[src/rtl/rtc_pkg.sv]
package rtc_pkg;
  localparam int ADDR_W = 8;
  localparam logic [ADDR_W-1:0] TIME_BASE = 8'h0D;
  localparam logic [ADDR_W-1:0] YEAR_ADDR = 8'h12;
  localparam logic [ADDR_W-1:0] CTRL_ADDR = 8'h1D;
  localparam int FIELD_CNT = 6;
  localparam int EN_BIT = 2;

  typedef struct packed {
    logic [5:0] year;
    logic [3:0] month;
    logic [4:0] day;
    logic [4:0] hour;
    logic [5:0] min;
    logic [5:0] sec;
  } calTime_t;

  typedef struct packed {
    logic       step;
    logic       commit;
    logic       capture;
    logic [FIELD_CNT-2:0] stageWe;
    logic       rdEn;
    logic       rdTime;
    logic       rdLive;
    logic [2:0] rdIdx;
    logic       rdCtrl;
  } rtcStrobes_t;
endpackage

[src/rtl/rtc_ctrl.sv]
module rtc_ctrl
  import rtc_pkg::*;
#(
  parameter int TICKS_PER_SEC = 4
) (
  input  logic              clk,
  input  logic              rstN,
  input  logic              secTick,
  input  logic              regWr,
  input  logic              regRd,
  input  logic [ADDR_W-1:0] regAddr,
  input  logic [7:0]        regWdata,
  output rtcStrobes_t       strb,
  output logic              enable
);
  localparam int PRE_W = (TICKS_PER_SEC > 1) ? $clog2(TICKS_PER_SEC) : 1;
  localparam logic [PRE_W-1:0] PRE_LAST = PRE_W'(TICKS_PER_SEC - 1);

  logic [PRE_W-1:0]  preCnt;
  logic [ADDR_W-1:0] offset;
  logic [2:0]        idx;
  logic              timeHit;
  logic              wrTime;
  logic              commit;

  assign offset  = regAddr - TIME_BASE;
  assign idx     = offset[2:0];
  assign timeHit = (regAddr >= TIME_BASE) && (regAddr <= YEAR_ADDR);
  assign wrTime  = regWr && timeHit;
  assign commit  = wrTime && (idx == 3'(FIELD_CNT - 1));

  always_ff @(posedge clk) begin
    if (!rstN) enable <= 1'b0;
    else if (regWr && (regAddr == CTRL_ADDR)) enable <= regWdata[EN_BIT];
  end

  always_ff @(posedge clk) begin
    if (!rstN || commit) preCnt <= '0;
    else if (enable && secTick) begin
      if (preCnt == PRE_LAST) preCnt <= '0;
      else preCnt <= preCnt + 1'b1;
    end
  end

  always_comb begin
    strb         = '0;
    strb.step    = enable && secTick && (preCnt == PRE_LAST) && !commit;
    strb.commit  = commit;
    strb.capture = regRd && timeHit && (idx == 3'd0);
    strb.rdEn    = regRd;
    strb.rdTime  = timeHit;
    strb.rdLive  = (idx == 3'd0);
    strb.rdIdx   = idx;
    strb.rdCtrl  = (regAddr == CTRL_ADDR);
    for (int i = 0; i < FIELD_CNT - 1; i++)
      strb.stageWe[i] = wrTime && (idx == 3'(i));
  end
endmodule

[src/rtl/rtc_datapath.sv]
module rtc_datapath
  import rtc_pkg::*;
(
  input  logic        clk,
  input  logic        rstN,
  input  rtcStrobes_t strb,
  input  logic        enable,
  input  logic [7:0]  regWdata,
  output logic [7:0]  regRdata,
  output calTime_t    timeNow
);
  calTime_t   snap;
  calTime_t   nextTime;
  calTime_t   staged;
  logic [4:0] lastDay;

  function automatic logic [7:0] clampByte(logic [7:0] v, logic [7:0] lim);
    return (v > lim) ? lim : v;
  endfunction

  function automatic logic [7:0] fieldByte(calTime_t t, logic [2:0] i);
    case (i)
      3'd0:    return {2'b0, t.sec};
      3'd1:    return {2'b0, t.min};
      3'd2:    return {3'b0, t.hour};
      3'd3:    return {3'b0, t.day};
      3'd4:    return {4'b0, t.month};
      default: return {2'b0, t.year};
    endcase
  endfunction

  always_comb begin
    case (timeNow.month)
      4'd1:                      lastDay = (timeNow.year[1:0] == 2'd0) ? 5'd28 : 5'd27;
      4'd3, 4'd5, 4'd8, 4'd10:   lastDay = 5'd29;
      default:                   lastDay = 5'd30;
    endcase
  end

  always_comb begin
    nextTime = timeNow;
    if (timeNow.sec != 6'd59) nextTime.sec = timeNow.sec + 6'd1;
    else begin
      nextTime.sec = '0;
      if (timeNow.min != 6'd59) nextTime.min = timeNow.min + 6'd1;
      else begin
        nextTime.min = '0;
        if (timeNow.hour != 5'd23) nextTime.hour = timeNow.hour + 5'd1;
        else begin
          nextTime.hour = '0;
          if (timeNow.day < lastDay) nextTime.day = timeNow.day + 5'd1;
          else begin
            nextTime.day = '0;
            if (timeNow.month != 4'd11) nextTime.month = timeNow.month + 4'd1;
            else begin
              nextTime.month = '0;
              nextTime.year  = timeNow.year + 6'd1;
            end
          end
        end
      end
    end
  end

  always_ff @(posedge clk) begin
    if (!rstN) staged <= '0;
    else begin
      if (strb.stageWe[0]) staged.sec   <= 6'(clampByte(regWdata, 8'd59));
      if (strb.stageWe[1]) staged.min   <= 6'(clampByte(regWdata, 8'd59));
      if (strb.stageWe[2]) staged.hour  <= 5'(clampByte(regWdata, 8'd23));
      if (strb.stageWe[3]) staged.day   <= 5'(clampByte(regWdata, 8'd30));
      if (strb.stageWe[4]) staged.month <= 4'(clampByte(regWdata, 8'd11));
    end
  end

  always_ff @(posedge clk) begin
    if (!rstN) timeNow <= '0;
    else if (strb.commit) begin
      timeNow      <= staged;
      timeNow.year <= regWdata[5:0];
    end else if (strb.step) timeNow <= nextTime;
  end

  always_ff @(posedge clk) begin
    if (!rstN) snap <= '0;
    else if (strb.capture) snap <= timeNow;
  end

  always_ff @(posedge clk) begin
    if (!rstN) regRdata <= '0;
    else if (strb.rdEn) begin
      if (strb.rdTime)
        regRdata <= strb.rdLive ? {2'b0, timeNow.sec} : fieldByte(snap, strb.rdIdx);
      else if (strb.rdCtrl)
        regRdata <= 8'(enable) << EN_BIT;
      else
        regRdata <= '0;
    end
  end
endmodule

[src/rtl/calendar_rtc.sv]
module calendar_rtc
  import rtc_pkg::*;
#(
  parameter int TICKS_PER_SEC = 4
) (
  input  logic       clk,
  input  logic       rstN,
  input  logic       secTick,
  input  logic       regWr,
  input  logic       regRd,
  input  logic [7:0] regAddr,
  input  logic [7:0] regWdata,
  output logic [7:0] regRdata
);
  rtcStrobes_t strb;
  calTime_t    timeNow;
  logic        enable;

  rtc_ctrl #(.TICKS_PER_SEC(TICKS_PER_SEC)) u_ctrl (
    .clk(clk), .rstN(rstN), .secTick(secTick), .regWr(regWr), .regRd(regRd),
    .regAddr(regAddr), .regWdata(regWdata), .strb(strb), .enable(enable)
  );

  rtc_datapath u_dp (
    .clk(clk), .rstN(rstN), .strb(strb), .enable(enable),
    .regWdata(regWdata), .regRdata(regRdata), .timeNow(timeNow)
  );
endmodule

[config.mk]
export PLATFORM = sky130hd
export DESIGN_NAME = calendar_rtc
export DESIGN_NICKNAME = d
export VERILOG_FILES = /design/src/rtl/rtc_pkg.sv /design/src/rtl/rtc_ctrl.sv /design/src/rtl/rtc_datapath.sv /design/src/rtl/calendar_rtc.sv
export SDC_FILE = /design/constraint.sdc
export NUM_CORES = 1
export LEC_CHECK = 0
export BUFFER_PORTS_ARGS = -buffer_cell sky130_fd_sc_hd__buf_2
export CORE_ASPECT_RATIO = 1.25
export CORE_MARGIN = 2
export CORE_UTILIZATION = 61
export CTS_CLUSTER_SIZE = 20
export DETAILED_ROUTE_END_ITERATION = 7
export GPL_ROUTABILITY_DRIVEN = 0
export PLACE_DENSITY = 0.85
export SETUP_SLACK_MARGIN = 0.02
export SLEW_MARGIN = 30
export SYNTH_ARGS = -nofsm -noshare
export SYNTH_HDL_FRONTEND = slang
export SYNTH_SLANG_ARGS = --single-unit
[constraint.sdc]
create_clock -name clk -period 4.1 [get_ports clk]
set_clock_uncertainty 0.15 [all_clocks]
set_input_delay 0.82 -clock clk [delete_from_list [all_inputs] [get_ports clk]]
set_output_delay 0.82 -clock clk [all_outputs]
set_load 0.01 [all_outputs]
Word level (Yosys, flattened, before mapping)
Index checks and enable logic that the tools add are counted.
- add/sub/neg operators: 8
- order comparisons: 7
- equal/unequal tests: 21
- multiplexer cells: 23
- reductions and logical operators: 26
- operators by type and width (kind ; count):
    $mux 32 ; 2
    $mux 6 ; 5
    $mux 26 ; 1
    $pmux 6 s4 ; 1
    $mux 20 ; 1
    $mux 5 ; 4
    $add 6x1->6 const B ; 3
    $gt 8x5->1 const B ; 2
    $mux 15 ; 1
    $logic_and 1x1->1 ; 14
    $ne 6x6->1 const B ; 2
    $add 5x1->5 const B ; 2
    $mux 10 ; 1
    $ne 2x2->1 const B ; 5
    $pmux 5 s2 ; 1
    $eq 4x4->1 const B ; 2
    $eq 8x5->1 const B ; 1
    $ge 8x4->1 const B ; 1
    $gt 8x4->1 const B ; 1
    $gt 8x6->1 const B ; 1
    $le 8x5->1 const B ; 1
    $mux 4 ; 2
    $mux 8 ; 1
    $eq 3x2->1 const B ; 2
    other kinds (25) ; 28
- register bits: 95
- logic and storage cells: 104

Longest topological paths before layout
Gate-level depths: netlist of run 1.
- depth after elaboration: 10
- gate-level depth with buffers: 12

By module
A second synthesis of run 1 with hierarchy kept.
- cell total of the unflattened synthesis: 602
- area, all modules: 5186.2 µm²
- modules (own cells, without submodules) (module ; times used ; cells an instance ; area each (µm²)):
    rtc_datapath ; 1 ; 559 ; 4803.4
    rtc_ctrl ; 1 ; 43 ; 382.9

Worst setup path after synthesis of run 1
OpenSTA, ideal clock, no wires.
- path kind: reg-to-reg
- start point: register, netlist name u_dp.timeNow[22]
- end point: register, netlist name u_dp.timeNow[29]
- library setup time: 0.091 ns
- data arrival time: 2.612 ns
- required time: 3.859 ns
- setup slack: 1.247 ns
- stages on the path, launching flop included: 12
- path through: dfxtp_1 -> inv_1 -> ha_1 -> nor3b_2 -> o21ai_0 -> o31a_1 -> ha_1 -> and4_1 -> a32oi_1 -> and2_1 -> or4_1 -> a311oi_1
- word-level cells in the longest chain between the ends: 6
- RTL lines (what ; RTL line ; source):
    $eq 4x2->1, or another cell as far along ; rtc_datapath.sv:33 ; case (timeNow.month)
    $reduce_or 4->1 ; rtc_datapath.sv:33 ;
    $pmux 5 s2 ; rtc_datapath.sv:33 ;
    $lt 5x5->1 ; rtc_datapath.sv:51 ; if (timeNow.day < lastDay) nextTime.day = timeNow.day + 5'd1;
    $ne 2x2->1 (no line) ; n/a ;
    $reduce_and 6->1 (no line) (*) ; n/a ;
Mark *: on every way between the ends. The rest lies on a longest branch, timed or not.
A chain may end at the register's enable or synchronous reset.

Worst setup path in the final report of run 1
- start point: register, netlist name u_dp.timeNow[22]
- end point: register, netlist name u_dp.timeNow[29]
- word-level cells in the longest chain between the ends: 6
- RTL lines (what ; RTL line):
    $eq 4x2->1, or another cell as far along ; rtc_datapath.sv:33
    $reduce_or 4->1 ; rtc_datapath.sv:33
    $pmux 5 s2 ; rtc_datapath.sv:33
    $lt 5x5->1 ; rtc_datapath.sv:51
    $ne 2x2->1 (no line) ; n/a
    $reduce_and 6->1 (no line) (*) ; n/a
Marks and branches as above.

==> metrics.yaml, run 1 <==
status:
  status: "completed"
finish:
  finalInstanceArea_mm2: 0.00518
  drive_gt1_share_pct: 10.7
  antenna_cells: 0
  stdcell_count: 672
  nNetsFinal: 606
  syn2layout_area_growth_pct: 7.03
critical_path:
  crit_chain: "inv_1, ha_1, nor3b_2, o21ai_0, o31a_1, ha_1, and4_1, a32oi_1, and2_1, or4_1, a311oi_1"
  crit_path_end_kind: "flop"
  critPathMaxFanout: 14
  crit_path_start_kind: "flop"
  worstPathRequired_ns: 4.23
  crit_path_frequent_cell: "ha_1"
  crit_arrival_ns: 3.44
  slowest_stage: "or4_1"
  critPathMaxStageDelay_ns: 0.55
  crit_type: "flop to flop"
placed_design:
  placed_cells: 656
  place_area_mm2: 0.00496
  pre_cts_slack_ns: 0.844
  portBuffers: 26
  dp_hpwl_um: 8470
global_route:
  grt_pass1_wl_um: 19300
  gr-total-overflow: 0
  grt_usage_pct: 27.5
  grt_pass1_vias: 4016
  antenna_found_initial: 0
  grt_max_degree: 65
sta:
  setup_ws_ns: 0.791
  fin_crit_sh_pct: 80.7
  holdWs_ns: 0.308
  slew_headroom_pct: 40.7
  tightestPinTransition_ns: 0.888
  max_freq_ghz: 0.302
  rsz0062_at_grt: "false"
  finalCriticalPeriod_ns: 3.31
  tns_ns: 0
  hold_viol: 0
  drv_slew: 0
  finalSetupViolCount: 0
synthesis:
  synth.distinct_cells: 70
  synth_edf_count: 0
  yosysMostFrequentCell: "dfxtp_1"
  synth_top_area_share_pct: 38.4
  yosysTopAreaCell: "dfxtp_1"
  ys_async_sr_fraction_pct: 0
  ys_ff_latch: 93
  yosys_warnings: 0
  syn_inst: 571
  ys_top_cells_by_area: "dfxtp_1, mux2i_1, nor2_1"
  ys.flop_type: "dfxtp_1"
  syn_area_mm2: 0.00484
  synthTopCellsByCount: "dfxtp_1, nor2_1, nand2_1"
  avgSynthCellArea_um2: 8.48
  yosysSeqAreaShare_pct: 38.4
clocking:
  numCtsBuffers: 9
  root_buffer: "clkbuf_8"
  cts_sinks: 93
  clkSlewWorstSetupHoldPaths_ns: 0.09
  cts_hold_buf: 0
  tritoncts: "done"
  clock_latency_ns: 0.37
  cts_setup_buffers: 0
  cts_max_path_buffers: 2
  htreeDepth: 3
  post_cts_resized: 0
run:
  maxCapViolCount: 0
power_and_ir_drop:
  p_leak_nw: 1.75
  ir_worst_vdd_v: 0.000216
  pwr_density_cell_mw_per_mm2: 327
die:
  coreArea_mm2: 0.00775
  die_h_um: 104
  ios: 29
  dieArea_mm2: 0.00867
  start_util_pct: 62.5
  die_x_um: 83.7
  rows: 36
drt:
  num_vias: 4317
  routedWlPerCell_um: 17.6
  viasPerCell: 6.42
  dr.pass1.iters: 5
  drt-total-wl_um: 11800
  first_iter_violations: 405
  ant_nets: 0
  drc_errors: 0
hold_path:
  hold_class: "flop to flop"
-- metrics by stage --
| step | util [%] | power, mW |
|---|---|---|
| 6_report | 66.9 | 1.69 |
| 5_1_grt | 66.9 | 1.75 |
| 4_1_cts | 66.9 | 1.70 |
| 3_5_place_dp | 64.0 | 1.02 |
| 3_3_place_gp | 63.8 | 1.02 |
| 2_1_floorplan | - | 0.991 |
-- critical path, delay by kind of cell, from the launching register on --
kind | cells | cell delay, ns
and+or+nand+nor | 4 | 1.37
AOI/OAI and AO/OA | 4 | 0.64
adders and majority gates | 2 | 0.50
DFF | 1 | 0.45
buffers and inverters | 1 | 0.10
-- state kept, by name (all words and copies together), names as in the netlist --
register / cells
u_ctrl.preCnt: 2
u_dp.regRdata: 6
u_dp.staged: 26
u_ctrl.enable: 1
u_dp.timeNow: 32
u_dp.snap: 26
-- per-layer routing --
metal	share of wire [%]	GRT usage, %	vias to the layer above	wire, um
met5	0	0	-	0
met4	2.4	11.3	0	284
met3	5.8	4.30	24	692
met2	49	45.8	143	5840
met1	42	35.3	2049	5010
li1	-	-	2101	-
-- path summary, 6_finish.rpt --
check	start	slack, ns	to	cells after the start
setup / recovery	u_dp.timeNow[22]$_SDFFE_PN0P_	0.79	u_dp.timeNow[29]$_SDFFE_PN0P_	11
hold / removal	u_dp.staged[17]$_SDFFE_PN0P_	0.31	u_dp.staged[17]$_SDFFE_PN0P_	2
setup reg to reg	u_dp.timeNow[22]$_SDFFE_PN0P_	0.79	u_dp.timeNow[29]$_SDFFE_PN0P_	11
hold reg to reg	u_dp.staged[17]$_SDFFE_PN0P_	0.31	u_dp.staged[17]$_SDFFE_PN0P_	2
-- cell families after synthesis --
group | share of synthesized area [%]
compound gates | 21.0
xor+xnor | 0.543
fa+ha+maj | 3.36
buf+inv | 4.83
flops | 38.4
mux | 7.65
other cells | 0.0774
simple gates | 24.2
-- cell type report --
class | count | area [um2]
Multi-Input combinational cell | 426 | 2770
Fill cell | 637 | 2560
Sequential cell | 93 | 1860
Timing Repair Buffer | 30 | 160
Clock buffer | 13 | 159
Tap cell | 95 | 119
Clock inverter | 3 | 67.6
Inverter | 12 | 47.5
-- cells in the final DEF, fill, tap and decap left out, drive strengths merged, types with 3 or more instances in the layout --
master and instances:
nor2b 11, mux2i 37, o21a 3, a221oi 7, nor4 3, or3 14
a211oi 21, nand3 23, and2 3, nand2b 4, a2bb2oi 4, nand4 9
a21oi 21, inv 12, ha 13, nand4b 3, or4 3, and3 5
a2111oi 4, clkbuf 13, nand2 39, a311oi 9, o21ai 36, dfxtp 93
nor2 73, o31ai 4, a21o 3, o211ai 4, nor3 25, a31oi 10
buf 30
-- power breakdown --
part	internal (mW)	switching, mW
Clock	0.378	0.316
Sequential	0.906	0.00499
Combinational	0.0275	0.0627
Total	1.31	0.383
No activity file was read; power rests on OpenSTA's default activity.
==> inputs of run 2 (changes only) <==
ABC_AREA = 1   (was default)
CORE_UTILIZATION = 55   (was 61)
PLACE_DENSITY = 0.81   (was 0.85)
clock period = 2.9 ns   (was 4.1 ns; I/O delays follow)
==> run 2 against run 1 <==
Against the previous run: register-to-register slack lost 0.50 ns; synthesized area shrank 0.46%; total power grew 36%; synthesized cell count grew 16%; sequential share of layout area shrank 0.29 points; critical path depth grew 6; non-clock buffer count grew 6; final area grew 0.87%; largest power group unchanged.
==> metrics.yaml, run 2 <==
synthesis:
  synth_xor_area_share_pct: 3.27
  synth_top_family_by_area: "simple AND/OR/NAND/NOR gates"
  syn_inst: 664
  avgSynthCellArea_um2: 7.26
  synthTopCellsByCount: "nand2_1, dfxtp_1, o21ai_0"
  syn_area_mm2: 0.00482
  synth_top_area_share_pct: 38.6
  synth.distinct_cells: 40
  synth-simple-area-share_pct: 24.9
  ys_async_sr_fraction_pct: 0
  synth_mux_area_share_pct: 0
  ys_top_cells_by_area: "dfxtp_1, nand2_1, o21ai_0"
  yosysTopAreaCell: "dfxtp_1"
  yosys_warnings: 0
  yosysSeqAreaShare_pct: 38.6
  yosysMostFrequentCell: "nand2_1"
  ys.flop_type: "dfxtp_1"
  synth_fa_ha_area_share_pct: 3.37
  synth_compound_area_share_pct: 20.4
  ys_ff_latch: 93
  synth_edf_count: 0
finish:
  largest_reg_flops: 32
  top_register: "u_dp.timeNow"
  utilization_pct: 60.8
  antenna_cells: 0
  layout_common_cells: "nand2_1, dfxtp_1, o21ai_0"
  drive_gt1_share_pct: 12.8
  top_regs: "u_dp.timeNow (32), u_dp.snap (26), u_dp.staged (26)"
  n_fill_cell: 757
  final_common_cell: "nand2_1"
  multi_input_area_mm2: 0.00251
  ff_latch_area_mm2: 0.00186
  nNetsFinal: 718
  stdcell_count: 807
  syn2layout_area_growth_pct: 8.46
power_and_ir_drop:
  p_leak_nw: 2.18
  pwr_density_cell_mw_per_mm2: 442
  ir_worst_vdd_v: 0.000220
critical_path:
  crit_path_start_kind: "flop"
  critPathTopFamily: "simple AND/OR/NAND/NOR gates"
  crit_arrival_ns: 2.72
  critPathMaxStageDelay_ns: 0.43
  crit_type: "flop to flop"
  reg2reg_depth: 17
  crit_buf_inv: 3
  crit_chain: "inv_1, ha_1, nor2_1, nor2_1, nor2_1, inv_1, o21a_1, ha_1, nand3_1, inv_1, nand2_1, nand3_1, nand2_1, nor2_4, nand2_1, nand2_1, nor2_1"
  crit_path_end_kind: "flop"
  worstPathRequired_ns: 3.01
  reg2reg_setup_slack_ns: 0.30
  critPathMaxFanout: 8
  slowest_stage: "dfxtp_1"
  crit_path_start: "u_dp.timeNow[23]$_SDFFE_PN0P_"
  timing.rr.end: "u_dp.timeNow[30]$_SDFFE_PN0P_"
  r2r_start: "u_dp.timeNow[23]$_SDFFE_PN0P_"
clocking:
  cts_setup_buffers: 0
  numCtsBuffers: 9
  cts_max_path_buffers: 2
  clock_latency_ns: 0.37
  tritoncts: "done"
  cts_hold_buf: 0
  clkSlewWorstSetupHoldPaths_ns: 0.09
  htreeDepth: 3
  cts_sinks: 93
  root_buffer: "clkbuf_8"
sta:
  finalCriticalPeriod_ns: 2.60
  rsz0062_at_grt: "false"
  max_freq_ghz: 0.384
  tns_ns: 0
  drv_slew: 0
  hold_viol: 0
  fin_crit_sh_pct: 89.8
  tightestPinTransition_ns: 0.853
  slew_headroom_pct: 42.8
  setup_ws_ns: 0.295
  finalSetupViolCount: 0
die:
  die_x_um: 87.7
  dieArea_mm2: 0.00954
  coreArea_mm2: 0.00861
  start_util_pct: 56.0
  die_h_um: 109
  rows: 38
  ios: 29
global_route:
  grt_max_degree: 69
  gr-total-overflow: 0
  grt_usage_pct: 26.0
  grt_pass1_wl_um: 19300
  antenna_found_initial: 0
  grt_pass1_vias: 4164
status:
  status: "completed"
hold_path:
  hold_class: "primary input to flop"
  hold_depth: 2
  hp-start: "regRd"
  worstHoldEndpoint: "u_dp.regRdata[2]$_SDFFE_PN0P_"
placed_design:
  portBuffers: 26
  dp_hpwl_um: 8440
  pre_cts_slack_ns: 0.256
  placed_cells: 793
drt:
  first_iter_violations: 366
  viasPerCell: 5.63
  drc_errors: 0
  num_vias: 4540
  routedWlPerCell_um: 14.7
  dr.pass1.iters: 6
  drt-total-wl_um: 11800
  ant_nets: 0
run:
  maxCapViolCount: 0
## run 2: worst max path at each step
stage,endpoint,slack (ns),cells after the start
global route,u_dp.timeNow[31]$_SDFFE_PN0P_,0.1,17
global placement,u_dp.timeNow[30]$_SDFFE_PN0P_,0.41,17
CTS,u_dp.timeNow[30]$_SDFFE_PN0P_,0.22,17
detailed placement,u_dp.timeNow[30]$_SDFFE_PN0P_,0.26,17
finish,u_dp.timeNow[30]$_SDFFE_PN0P_,0.30,17
floorplan,u_dp.timeNow[27]$_SDFFE_PN0P_,0.54,18
## run 2: what timing repair did
action                                  CTS  global route
gates resized for setup                   0             2
endpoints found under the hold margin     0             0
endpoints found under the setup margin    0             5
## run 2: metrics by stage
step	total power, mW	hold WS, ns	area [um2]
after detailed placement	1.42	0.294	5020
after floorplan	1.38	0.275	4820
final	2.31	0.293	5230
after global routing	2.38	0.285	5230
after global placement	1.41	0.289	5020
after CTS	2.32	0.276	5230
## run 2: power by group
| part | internal, mW | switching, mW | total (mW) |
|---|---|---|---|
| sequential | 1.28 | 0.000928 | 1.28 |
| clock | 0.476 | 0.445 | 0.921 |
| combinational | 0.0275 | 0.0816 | 0.109 |
## run 2: final cells by class
class | instances | area share, %
Inverter | 79 | 5.72
Tap cell | 120 | 2.87
Sequential cell | 93 | 35.6
Clock buffer | 10 | 2.44
Multi-Input combinational cell | 465 | 48.0
Clock inverter | 4 | 1.44
Timing Repair Buffer | 36 | 3.92
## run 2: logic make-up after synthesis
kind of cell	count (synthesis)
simple gates	254
compound gates	178
buf+inv	107
other cells	1
fa+ha+maj	13
xor+xnor	18
flops	93
## run 2: metal layers
metal	wire, um	track usage [%]	share of wire, %
met1	5280	33.5	45
met2	5580	41.7	47
met3	650	5.00	5.5
met4	323	12.2	2.7
met5	0	0	0
## run 2: worst register-to-register path: stages, from the launching register on
cell,delay [ns]
dfxtp_1,0.43
inv_1,0.10
ha_1,0.20
nor2_1,0.09
nor2_1,0.06
nor2_1,0.14
inv_1,0.07
o21a_1,0.17
ha_1,0.26
nand3_1,0.09
inv_1,0.06
nand2_1,0.04
nand3_1,0.15
nand2_1,0.12
nor2_4,0.19
nand2_1,0.07
nand2_1,0.07
nor2_1,0.05
